[src/rtl/cclk_pkg.sv]
package cclk_pkg;
    localparam int ADDR_W       = 2;
    localparam logic [ADDR_W-1:0] A_CTRL = 2'd0;
    localparam logic [ADDR_W-1:0] A_RATE = 2'd1;
    localparam logic [ADDR_W-1:0] A_STAT = 2'd2;
    localparam int B_STOP       = 0;
    localparam int B_START      = 1;
    localparam int B_SRST       = 3;
    localparam int STAT_RUN_BIT = 8;
endpackage

[src/rtl/cclk_regs.sv]
module cclk_regs
    import cclk_pkg::*;
#(
    parameter int DIV_W      = 4,
    parameter int PRE_W      = 12,
    parameter int RST_STARTS = 8
) (
    input  logic                   clk,
    input  logic                   rst_n,
    input  logic                   wr_en,
    input  logic [ADDR_W-1:0]      wr_addr,
    input  logic [DIV_W+PRE_W-1:0] wr_data,
    output logic [DIV_W+PRE_W-1:0] rate_o,
    output logic                   start_o,
    output logic                   stop_o,
    output logic                   sreset_o,
    output logic                   recov_o
);
    localparam int RATE_W = DIV_W + PRE_W;
    localparam int CNT_W  = $clog2(RST_STARTS + 1);
    localparam logic [RATE_W-1:0] RATE_DEF = RATE_W'(1);

    typedef struct packed {
        logic [RATE_W-1:0] rate;
        logic              rec;
        logic [CNT_W-1:0]  rcnt;
    } regs_t;

    regs_t r_d, r_q;

    always_comb begin
        r_d      = r_q;
        start_o  = 1'b0;
        stop_o   = 1'b0;
        sreset_o = 1'b0;
        if (wr_en && wr_addr == A_RATE) begin
            r_d.rate = wr_data;
        end
        if (wr_en && wr_addr == A_CTRL) begin
            if (wr_data[B_SRST]) begin
                sreset_o = 1'b1;
                r_d.rate = RATE_DEF;
                r_d.rec  = 1'b1;
                r_d.rcnt = '0;
            end else begin
                stop_o = wr_data[B_STOP];
                if (wr_data[B_START]) begin
                    if (!r_q.rec) begin
                        start_o = 1'b1;
                    end else if (r_q.rcnt == CNT_W'(RST_STARTS - 1)) begin
                        r_d.rec  = 1'b0;
                        r_d.rcnt = '0;
                        start_o  = 1'b1;
                    end else begin
                        r_d.rcnt = r_q.rcnt + CNT_W'(1);
                    end
                end
            end
        end
    end

    always_ff @(posedge clk or negedge rst_n) begin
        if (!rst_n) begin
            r_q <= '{rate: RATE_DEF, rec: 1'b0, rcnt: '0};
        end else begin
            r_q <= r_d;
        end
    end

    assign rate_o  = r_q.rate;
    assign recov_o = r_q.rec;
endmodule

[src/rtl/cclk_gen.sv]
module cclk_gen #(
    parameter int DIV_W = 4,
    parameter int PRE_W = 12
) (
    input  logic                   clk,
    input  logic                   rst_n,
    input  logic [DIV_W+PRE_W-1:0] rate_i,
    input  logic                   start_i,
    input  logic                   stop_i,
    input  logic                   sreset_i,
    output logic                   card_clk_o,
    output logic                   running_o
);
    localparam int RATE_W = DIV_W + PRE_W;
    localparam int PER_W  = DIV_W + PRE_W + 2;
    localparam logic [RATE_W-1:0] RATE_DEF = RATE_W'(1);

    typedef struct packed {
        logic             run;
        logic             pend;
        logic [PER_W-1:0] cnt;
        logic [PER_W-1:0] per;
        logic [PER_W-1:0] half;
        logic             cclk;
    } gen_t;

    function automatic logic [PER_W-1:0] period_of(input logic [RATE_W-1:0] r);
        logic [PER_W-1:0] de;
        logic [PER_W-1:0] m;
        de = (r[DIV_W-1:0] == '0) ? PER_W'(2)
                                  : PER_W'(r[DIV_W-1:0]) + PER_W'(1);
        m  = (r[RATE_W-1:DIV_W] == '0) ? PER_W'(1)
                                       : PER_W'(r[RATE_W-1:DIV_W]) << 1;
        return de * m;
    endfunction

    gen_t g_d, g_q;
    logic load;

    always_comb begin
        g_d  = g_q;
        load = 1'b0;
        if (sreset_i) begin
            g_d.run  = 1'b0;
            g_d.pend = 1'b0;
            g_d.cnt  = '0;
        end else if (start_i && !g_q.run) begin
            g_d.run  = 1'b1;
            g_d.pend = 1'b0;
            g_d.cnt  = '0;
            load     = 1'b1;
        end else begin
            if (start_i) begin
                g_d.pend = 1'b0;
            end else if (stop_i && g_q.run) begin
                g_d.pend = 1'b1;
            end
            if (g_q.run) begin
                if (g_q.cnt == g_q.per - PER_W'(1)) begin
                    g_d.cnt = '0;
                    if (g_d.pend) begin
                        g_d.run  = 1'b0;
                        g_d.pend = 1'b0;
                    end else begin
                        load = 1'b1;
                    end
                end else begin
                    g_d.cnt = g_q.cnt + PER_W'(1);
                end
            end
        end
        if (load) begin
            g_d.per  = period_of(rate_i);
            g_d.half = g_d.per >> 1;
        end
        g_d.cclk = g_d.run && (g_d.cnt < g_d.half);
    end

    always_ff @(posedge clk or negedge rst_n) begin
        if (!rst_n) begin
            g_q <= '{run: 1'b0, pend: 1'b0, cnt: '0,
                     per: period_of(RATE_DEF), half: period_of(RATE_DEF) >> 1,
                     cclk: 1'b0};
        end else begin
            g_q <= g_d;
        end
    end

    assign card_clk_o = g_q.cclk;
    assign running_o  = g_q.run;
endmodule

[src/rtl/cclk_top.sv]
module cclk_top
    import cclk_pkg::*;
#(
    parameter int DIV_W      = 4,
    parameter int PRE_W      = 12,
    parameter int RST_STARTS = 8
) (
    input  logic                   clk,
    input  logic                   rst_n,
    input  logic                   wr_en,
    input  logic [ADDR_W-1:0]      wr_addr,
    input  logic [DIV_W+PRE_W-1:0] wr_data,
    input  logic [ADDR_W-1:0]      rd_addr,
    output logic [DIV_W+PRE_W-1:0] rd_data,
    output logic                   card_clk,
    output logic                   clk_running
);
    localparam int RATE_W = DIV_W + PRE_W;

    logic [RATE_W-1:0] rate_w;
    logic start_w, stop_w, sreset_w, recov_w;

    cclk_regs #(.DIV_W(DIV_W), .PRE_W(PRE_W), .RST_STARTS(RST_STARTS)) regs_i (
        .clk(clk), .rst_n(rst_n), .wr_en(wr_en), .wr_addr(wr_addr),
        .wr_data(wr_data), .rate_o(rate_w), .start_o(start_w),
        .stop_o(stop_w), .sreset_o(sreset_w), .recov_o(recov_w)
    );

    cclk_gen #(.DIV_W(DIV_W), .PRE_W(PRE_W)) gen_i (
        .clk(clk), .rst_n(rst_n), .rate_i(rate_w), .start_i(start_w),
        .stop_i(stop_w), .sreset_i(sreset_w), .card_clk_o(card_clk),
        .running_o(clk_running)
    );

    always_comb begin
        rd_data = '0;
        case (rd_addr)
            A_RATE:  rd_data = rate_w;
            A_STAT:  rd_data[STAT_RUN_BIT] = clk_running;
            default: rd_data = '0;
        endcase
    end
endmodule

[config.mk]
export PLATFORM = sky130hd
export DESIGN_NAME = cclk_top
export DESIGN_NICKNAME = d
export VERILOG_FILES = /design/src/rtl/cclk_pkg.sv /design/src/rtl/cclk_regs.sv /design/src/rtl/cclk_gen.sv /design/src/rtl/cclk_top.sv
export SDC_FILE = /design/constraint.sdc
export NUM_CORES = 1
export LEC_CHECK = 0
export BUFFER_PORTS_ARGS = -buffer_cell sky130_fd_sc_hd__clkbuf_2
export CORE_MARGIN = 5
export CORE_UTILIZATION = 60
export CTS_CLUSTER_DIAMETER = 120
export DETAILED_ROUTE_END_ITERATION = 6
export PLACE_DENSITY = 0.79
export SETUP_SLACK_MARGIN = 0.05
export SYNTH_ARGS = -nofsm -noshare
export SYNTH_HDL_FRONTEND = slang
export SYNTH_SLANG_ARGS = --single-unit
[constraint.sdc]
create_clock -name clk -period 7.8 [get_ports clk]
set_input_delay 1.56 -clock clk [delete_from_list [all_inputs] [get_ports clk]]
set_output_delay 1.56 -clock clk [all_outputs]
set_load 0.01 [all_outputs]
==> results.py <==
metrics = {
    "global_route": {
        "grt_pass1_vias": 5617,
        "antenna_found_initial": 0,
        "track_usage_pct": 22.4,
        "grt-ovfl-total": 0,
        "grt_max_degree": 79,
        "grt_pass1_wl_mm": 26.1,
    },
    "clocking": {
        "cts_sinks": 78,
        "clk_latency_ns": 0.35,
        "cts_made_buffers": 9,
        "root_buffer": "clkbuf_16",
        "htreeDepth": 3,
        "cts_tree": "done",
        "clock_path_buffers": 2,
        "clk_pin_slew_ns": 0.06,
    },
    "power_and_ir_drop": {
        "peakVddDrop_v": 0.000171,
        "power_mw": 1.66,
        "leakage_nw": 4.11,
        "powerDensity_nw_per_um2": 216,
    },
    "cells_and_area": {
        "regArea_sq_um": 1960,
        "drive_gt1_share_pct": 11.9,
        "fin_cells": 943,
        "post-route-util_pct": 67.1,
        "fillers": 915,
        "area_growth_pct": 8.66,
        "final_area_sq_um": 7690,
        "n_antenna_cell": 0,
        "fin_nets": 938,
        "multi_input_comb_area_sq_um": 4720,
    },
    "synthesis": {
        "netlist_area_sq_um": 7080,
        "ys_seq_area_share_pct": 27.6,
        "synthTopCellsByArea": "dfrtp_1, ha_1, fa_1",
        "syn_area_per_cell_sq_um": 9.24,
        "synth_top_area_share_pct": 26.5,
        "synth-edff-count": 0,
        "postSynthCellCount": 766,
        "synth.distinct_cells": 66,
        "synth_flop_cell": "dfrtp_1",
        "yosys_warnings": 0,
        "async_reset_ff_share_pct": 100,
        "synthTopCellsByCount": "nand2_1, ha_1, dfrtp_1, inv_1, and2_1",
        "ys_ff_latch": 78,
        "yosysTopAreaCell": "dfrtp_1",
        "syn_nets": 909,
        "synth_most_common_cell": "nand2_1",
    },
    "sta": {
        "postLayoutSetupSlackWorst_ns": 0.603,
        "finClkSkew_ns": 0.00622,
        "setup_viol": 0,
        "timing.final.hold_violations": 0,
        "drv_slew": 0,
        "rsz0062_at_grt": "no",
        "tightest_slew_ns": 0.996,
        "post-route-period-util_pct": 92.3,
        "fin_hold_ws_ns": 0.460,
        "finalCriticalPeriod_ns": 7.20,
        "fmax_mhz": 139,
        "slew_headroom_pct": 33.6,
        "setup_tns_ns": 0,
    },
    "drt": {
        "drc": 0,
        "drtAntennaViolNets": 0,
        "firstDrtPassIters": 4,
        "routed_wl_mm": 15.3,
        "drt-vias-per-instance": 5.74,
        "wl_per_cell_um": 16.2,
        "num_vias": 5416,
        "drt_iter0_drc": 331,
    },
    "floorplan": {
        "die_w_um": 119,
        "die-area_sq_um": 14100,
        "design.core.area_sq_um": 11500,
        "die_height_um": 119,
        "initial_core_util_pct": 61.7,
        "ios": 41,
        "rows": 39,
    },
    "critical_path": {
        "crit_arrival_ns": 7.49,
        "max_stage_delay_ns": 0.59,
        "worst_ep_required_time_ns": 8.09,
        "crit_type": "reg2reg",
        "crit_fanout": 13,
        "cp-start-kind": "flip-flop",
        "cpMaxStageDelayCell": "dfstp_2",
        "end_kind": "flip-flop",
    },
    "job": {
        "maxCapViolations": 0,
    },
    "place": {
        "place_inst": 927,
        "place_area_sq_um": 7340,
        "gp_congestion": 0.883,
        "hpwl_mm": 12.0,
        "pre_cts_ws_ns": 0.506,
        "port_buffers": 40,
    },
    "run_status": {
        "status": "finished, final reports clean",
    },
    "hold_path": {
        "hold_path_class": "reg2reg",
    },
}
[cells by family after synthesis]
kind of cell / Yosys count / share of synthesized area [%]
DFF: 78 / 27.6
muxes: 19 / 3.61
buffers and inverters: 98 / 5.89
xor gates and xnor gates: 54 / 6.68
adders and majority gates: 120 / 24.7
and+or+nand+nor: 299 / 22.8
AOI/OAI and AO/OA: 98 / 8.70
[repair_timing]
action / CTS / global route
endpoints found under the setup margin: 0 / 1
buffers inserted: 0 / 0
hold buffers: 0 / 0
resized for setup: 0 / 4
[layout by cell type, fill, tap and decap left out, types with 11 or more instances in the layout]
master	n
a21oi_1	37
nand2_1	97
nand4_1	11
o21ai_0	20
inv_1	73
fa_1	33
clkbuf_2	39
nand2b_1	12
nor2_1	39
and2_1	63
xnor2_1	27
xor2_1	27
nand3_1	20
a21o_1	11
ha_1	87
dfrtp_1	75
[layout make-up]
class                      count  area share, %
clock inverter                 6           1.43
sequential                    78           25.4
tap                          143           2.33
inverter                      74           3.61
clock buffer                  10           2.98
timing repair buffer          42           2.83
multi-input combinational    590           61.4
[power by group]
part,internal (mW),switching (mW),leakage [nW]
sequential,0.451,0.0722,1.04
combinational,0.280,0.375,2.91
clock,0.312,0.170,0.159
total,1.04,0.617,4.11
[critical path, delay by kind of cell, from the launching register on]
family          cells  cell delay, ns
fa+ha+maj           8            3.08
buf+inv             1            0.08
compound gates     11            1.82
xor+xnor            1            0.16
flops               1            0.59
simple gates        8            1.38
[per-layer routing]
| layer | wire (um) | track usage [%] | vias up | share of wire (%) |
|---|---|---|---|---|
| met5 | 0 | 0 | - | 0 |
| met4 | 291 | 5.88 | 0 | 1.9 |
| met3 | 505 | 4.30 | 24 | 3.3 |
| met2 | 7860 | 39.5 | 95 | 51 |
| met1 | 6640 | 28.1 | 2674 | 43 |
| li1 | - | - | 2623 | - |
[registers in the layout, indices dropped and copies added, names as in the netlist]
register          cells
gen_i.card_clk_o      1
gen_i.g_q            55
gen_i.running_o       1
regs_i.r_q            4
regs_i.rate_o        16
regs_i.recov_o        1
[worst paths after layout]
| path | startpoint | endpoint | slack (ns) | cells past startpoint |
|---|---|---|---|---|
| max | regs_i.rate_o[0] | gen_i.card_clk_o | 0.60 | 29 |
| max reg2reg | regs_i.rate_o[0] | gen_i.card_clk_o | 0.60 | 29 |
| min reg2reg | gen_i.g_q[10] | gen_i.g_q[10] | 0.46 | 2 |
| min in group asynchronous | rst_n | gen_i.g_q[33] | 1.36 | 1 |
| max in group asynchronous | rst_n | gen_i.g_q[43] | 5.78 | 1 |
| min | gen_i.g_q[10] | gen_i.g_q[10] | 0.46 | 2 |
Note: power is estimated with default switching activity, not from simulation.
